[src/rtl/dram_sleep_ctrl.sv]
module dram_sleep_ctrl #(
  parameter int CSR_CYC   = 2,
  parameter int HOLD_CYC  = 10000,
  parameter int PRECH_CYC = 11,
  parameter int ROWS      = 4096
) (
  input  logic       clk,
  input  logic       rst_n,
  input  logic       sleep_req,
  input  logic       wake_req,
  input  logic       ref_done,
  output logic       ref_req,
  output logic       ras_n,
  output logic       cas_n,
  output logic       pins_own,
  output logic [1:0] pwr_state
);
  localparam int CMAX = (HOLD_CYC > PRECH_CYC) ? ((HOLD_CYC > CSR_CYC) ? HOLD_CYC : CSR_CYC)
                                               : ((PRECH_CYC > CSR_CYC) ? PRECH_CYC : CSR_CYC);
  localparam int CW = $clog2(CMAX + 1);
  localparam int RW = $clog2(ROWS + 1);
  localparam logic [CW-1:0] CSR_LAST   = CW'(CSR_CYC - 1);
  localparam logic [CW-1:0] HOLD_LAST  = CW'(HOLD_CYC - 1);
  localparam logic [CW-1:0] PRECH_LAST = CW'(PRECH_CYC - 1);

  typedef enum logic [2:0] {AWAKE, PRE_REF, CAS_LEAD, HOLD, PRECH, POST_REF} st_t;

  st_t           st;
  logic [CW-1:0] cnt;
  logic [RW-1:0] rows;
  logic          sleep_pend, wake_pend;
  logic          rows_full;

  assign rows_full = (rows == RW'(ROWS));

  always_ff @(posedge clk or negedge rst_n) begin
    if (!rst_n) begin
      st         <= AWAKE;
      cnt        <= '0;
      rows       <= '0;
      sleep_pend <= 1'b0;
      wake_pend  <= 1'b0;
    end else begin
      case (st)
        AWAKE: begin
          if (ref_done && !rows_full) rows <= rows + 1'b1;
          if (sleep_req) sleep_pend <= 1'b1;
          if ((sleep_pend || sleep_req) && rows_full) begin
            st         <= PRE_REF;
            sleep_pend <= 1'b0;
            wake_pend  <= 1'b0;
          end
        end
        PRE_REF: begin
          if (wake_req) wake_pend <= 1'b1;
          if (ref_done) begin
            st  <= CAS_LEAD;
            cnt <= '0;
          end
        end
        CAS_LEAD: begin
          if (wake_req) wake_pend <= 1'b1;
          if (cnt == CSR_LAST) begin
            st  <= HOLD;
            cnt <= '0;
          end else cnt <= cnt + 1'b1;
        end
        HOLD: begin
          if (wake_req) wake_pend <= 1'b1;
          if (cnt == HOLD_LAST) begin
            if (wake_pend || wake_req) begin
              st        <= PRECH;
              cnt       <= '0;
              wake_pend <= 1'b0;
            end
          end else cnt <= cnt + 1'b1;
        end
        PRECH: begin
          if (cnt == PRECH_LAST) begin
            st  <= POST_REF;
            cnt <= '0;
          end else cnt <= cnt + 1'b1;
        end
        POST_REF: begin
          if (ref_done) begin
            st         <= AWAKE;
            rows       <= '0;
            sleep_pend <= 1'b0;
          end
        end
        default: st <= AWAKE;
      endcase
    end
  end

  assign ras_n    = (st != HOLD);
  assign cas_n    = !(st == CAS_LEAD || st == HOLD);
  assign pins_own = (st == CAS_LEAD || st == HOLD || st == PRECH);
  assign ref_req  = (st == PRE_REF || st == POST_REF);

  always_comb begin
    case (st)
      PRE_REF, CAS_LEAD: pwr_state = 2'd1;
      HOLD:              pwr_state = 2'd2;
      PRECH, POST_REF:   pwr_state = 2'd3;
      default:           pwr_state = 2'd0;
    endcase
  end
endmodule

[config.mk]
export PLATFORM = sky130hd
export DESIGN_NAME = dram_sleep_ctrl
export DESIGN_NICKNAME = d
export VERILOG_FILES = /design/src/rtl/dram_sleep_ctrl.sv
export SDC_FILE = /design/constraint.sdc
export NUM_CORES = 1
export LEC_CHECK = 0
export BUFFER_PORTS_ARGS = -buffer_cell sky130_fd_sc_hd__buf_2
export CORE_UTILIZATION = 50
export DETAILED_ROUTE_END_ITERATION = 6
export GPL_TIMING_DRIVEN = 0
export HOLD_SLACK_MARGIN = 0.08
export PLACE_DENSITY = 0.64
export SLEW_MARGIN = 20
export SYNTH_ARGS = -nofsm -noshare
export SYNTH_HDL_FRONTEND = slang
export SYNTH_SLANG_ARGS = --single-unit
[constraint.sdc]
create_clock -name clk -period 3.8 [get_ports clk]
set_input_delay 0 -clock clk [delete_from_list [all_inputs] [get_ports clk]]
set_output_delay 0 -clock clk [all_outputs]
set_load 0.01 [all_outputs]
==> flow_summary.json <==
{
  "outcome": "finished clean",
  "layout_common_cells": "dfrtp_1, nand2_1, o21ai_0",
  "vdd_drop_max_uv": 321,
  "wl_per_cell_um": 14.9,
  "syn2layout_area_growth_pct": 11.0,
  "cpMaxStageDelayCell": "nor2_1",
  "worstPathRequired_ns": 3.98,
  "netlist_area_um2": 1980,
  "crit_family": "simple AND/OR/NAND/NOR gates",
  "r2r_cells": 7,
  "die_width_um": 64.9,
  "initial_core_util_pct": 53.2,
  "syn_area_per_cell_um2": 8.48,
  "fp.coreArea_um2": 3720,
  "maxCapViolCount": 0,
  "critPathKind": "reg -> reg",
  "wl_um": 4480,
  "cp-end-kind": "flip-flop",
  "syn_inst": 233,
  "grt_pass1_wl_um": 7910,
  "hp-start": "ref_done",
  "min_to": "rows[10]",
  "die_y_um": 64.9,
  "h-tree-depth": 2,
  "cp.buffers_inverters": 2,
  "slowest_delay_ns": 0.55,
  "gp_congestion": 0.788,
  "clock_latency_ns": 0.28,
  "crit_chain": "clkbuf_1 -> nand2b_1 -> nor2_1 -> o211ai_1 -> or2_2 -> clkbuf_1 -> o31ai_1",
  "cp_common_cell": "clkbuf_1",
  "dr_wl_met2_um": 2270,
  "rows": 22,
  "antenna_found_initial": 0,
  "layout.nets": 263,
  "grt_overflow": 0,
  "power_leakage_nw": 0.938,
  "via_per_inst": 5.96,
  "rrSetupSlack_ns": 1.03,
  "fillers": 349,
  "portBuffers": 10,
  "cts_tree": "built",
  "cts_root_buf": "clkbuf_8",
  "hpwl_um": 3180,
  "dr.pass1.iters": 4,
  "drive_gt1_share_pct": 11.5,
  "synth_edf_count": 0,
  "rsz0062_at_grt": "false",
  "yosysUniqueCellTypes": 41,
  "synth.net_count": 243,
  "final_cells": 301,
  "finalSetupViolCount": 0,
  "ys_seq_elements": 32,
  "clock_sinks": 32,
  "finalSetupTns_ns": 0,
  "slew_headroom_pct": 51.2,
  "min_period_ns": 2.77,
  "dp_cells": 291,
  "top_layer": "met4",
  "cts.path.max_buffers": 2,
  "grt_max_degree": 33,
  "antenna_left": 0,
  "worstMarginPinSlew_ns": 0.731,
  "synth-async-reset-ratio_pct": 100,
  "yosysSeqAreaShare_pct": 40.5,
  "ios": 11,
  "grtUsageTotal_pct": 24.5,
  "max_freq_mhz": 361,
  "r2r-start": "st[0]",
  "dr_wl_met3_um": 137,
  "clk_pin_slew_worst_paths_ns": 0.07,
  "whs_path_depth": 3,
  "slew_violations": 0,
  "layout_commonest_cell": "dfrtp_1",
  "cp_max_fo": 10,
  "setup.worst_path.start": "st[0]",
  "hp-class": "in -> reg",
  "drt-met1-wl_um": 2030,
  "ys_warn_count": 0,
  "post_cts_buffers": 0,
  "grt_pass1_vias": 1771,
  "fin_crit_sh_pct": 72.9,
  "drtIter0Drc": 104,
  "dieArea_um2": 4210,
  "reg2reg_to": "rows[6]",
  "arrival_ns": 2.95,
  "vias": 1793,
  "numCtsBuffers": 5,
  "power_density_nw_per_um2": 648,
  "drcViolationCount": 0,
  "synth_ff_type": "dfrtp_1",
  "skew_ns": 0.00826,
  "final_hold_viol_count": 0,
  "antenna_cells": 0,
  "worstSetupStartpointType": "flip-flop"
}
==> Yosys cell counts, drive strengths merged, types with 3 or more instances <==
cell | instances | area share [%]
a31oi | 3 | 0.95
nor2 | 19 | 3.6
inv | 8 | 1.5
nand2b | 4 | 1.3
a21oi | 12 | 3.0
and2 | 3 | 0.95
or4 | 10 | 4.4
nor3 | 3 | 0.76
nor4 | 3 | 0.95
clkbuf | 8 | 1.5
o31ai | 9 | 3.4
o22ai | 4 | 1.3
nand2 | 25 | 4.7
buf | 3 | 1.1
o211ai | 6 | 2.3
dfrtp | 32 | 41
nand4 | 5 | 1.6
or3 | 3 | 0.95
nor2b | 3 | 1.3
nand3 | 14 | 3.5
and3 | 7 | 2.2
o21ai | 24 | 6.1
ha | 5 | 3.2
==> worst reg2reg max path: stages, from the launching register on <==
cell,delay (ns)
dfrtp_1,0.32
clkbuf_1,0.32
nand2b_1,0.23
nor2_1,0.55
o211ai_1,0.38
or2_2,0.38
clkbuf_1,0.20
o31ai_1,0.29
==> report_power, final <==
| group | switching (mW) | total, mW | internal, mW |
|---|---|---|---|
| registers | 0.0754 | 0.493 | 0.417 |
| logic | 0.419 | 0.683 | 0.264 |
| clock network | 0.121 | 0.245 | 0.124 |
| total | 0.616 | 1.42 | 0.806 |
==> how the worst max path moves through the flow <==
stage | to | slack, ns | depth (start not counted)
finish | rows[6] | 1.03 | 7
global route | rows[5] | 0.74 | 7
CTS | rows[6] | 1.01 | 7
detailed placement | rows[6] | 1.03 | 7
global placement | st[0] | 1.10 | 6
floorplan | st[0] | 1.16 | 6
==> registers in the layout, indices dropped and copies added, names as in the netlist <==
name        cells
st              3
cnt            14
rows           13
sleep_pend      1
wake_pend       1
==> timing repair <==
action | CTS | global route
gates resized for setup | 0 | 0
hold endpoints to repair | 34 | 0
hold buffers | 3 | 0
==> per-layer routing <==
| metal | global-route usage (%) | vias to the layer above |
|---|---|---|
| met5 | 0 | - |
| met4 | 7.50 | 0 |
| met3 | 5.81 | 4 |
| met2 | 42.4 | 30 |
| met1 | 29.8 | 851 |
| li1 | - | 908 |
==> kinds of logic after synthesis <==
| kind of cell | synth area share, % |
|---|---|
| multiplexers | 1.52 |
| flip-flops | 40.5 |
| AO/OA/AOI/OAI | 20.8 |
| buffers and inverters | 4.11 |
| AND/OR/NAND/NOR | 29.9 |
| adder cells (fa/ha/maj) | 3.16 |
==> per-stage QoR <==
step / cell area, um2 / util [%] / total power, mW / hold slack (ns) / setup slack, ns
final: 2190 / 59.1 / 1.42 / 0.170 / 1.03
after global routing: 2190 / 59.1 / 1.54 / 0.206 / 0.744
after CTS: 2190 / 59.1 / 1.43 / 0.167 / 1.01
after detailed placement: 2090 / 56.2 / 1.18 / 0.106 / 1.03
after global placement: 2090 / 56.2 / 1.15 / 0.0909 / 1.10
after floorplan: 1980 / - / 0.987 / -0.296 / 1.16
==> area by class of cell <==
type	count	area, um2	area share [%]
flip-flops and latches	32	801	36.5
clock inverters	1	5.00	0.228
clock buffers	6	72.6	3.31
repair buffers	13	80.1	3.65
multi-input cells	182	1090	49.9
inverters	8	30.0	1.37
well taps	48	60.1	2.74
plain buffers	11	51.3	2.34
(Power assumes the default switching activity.)
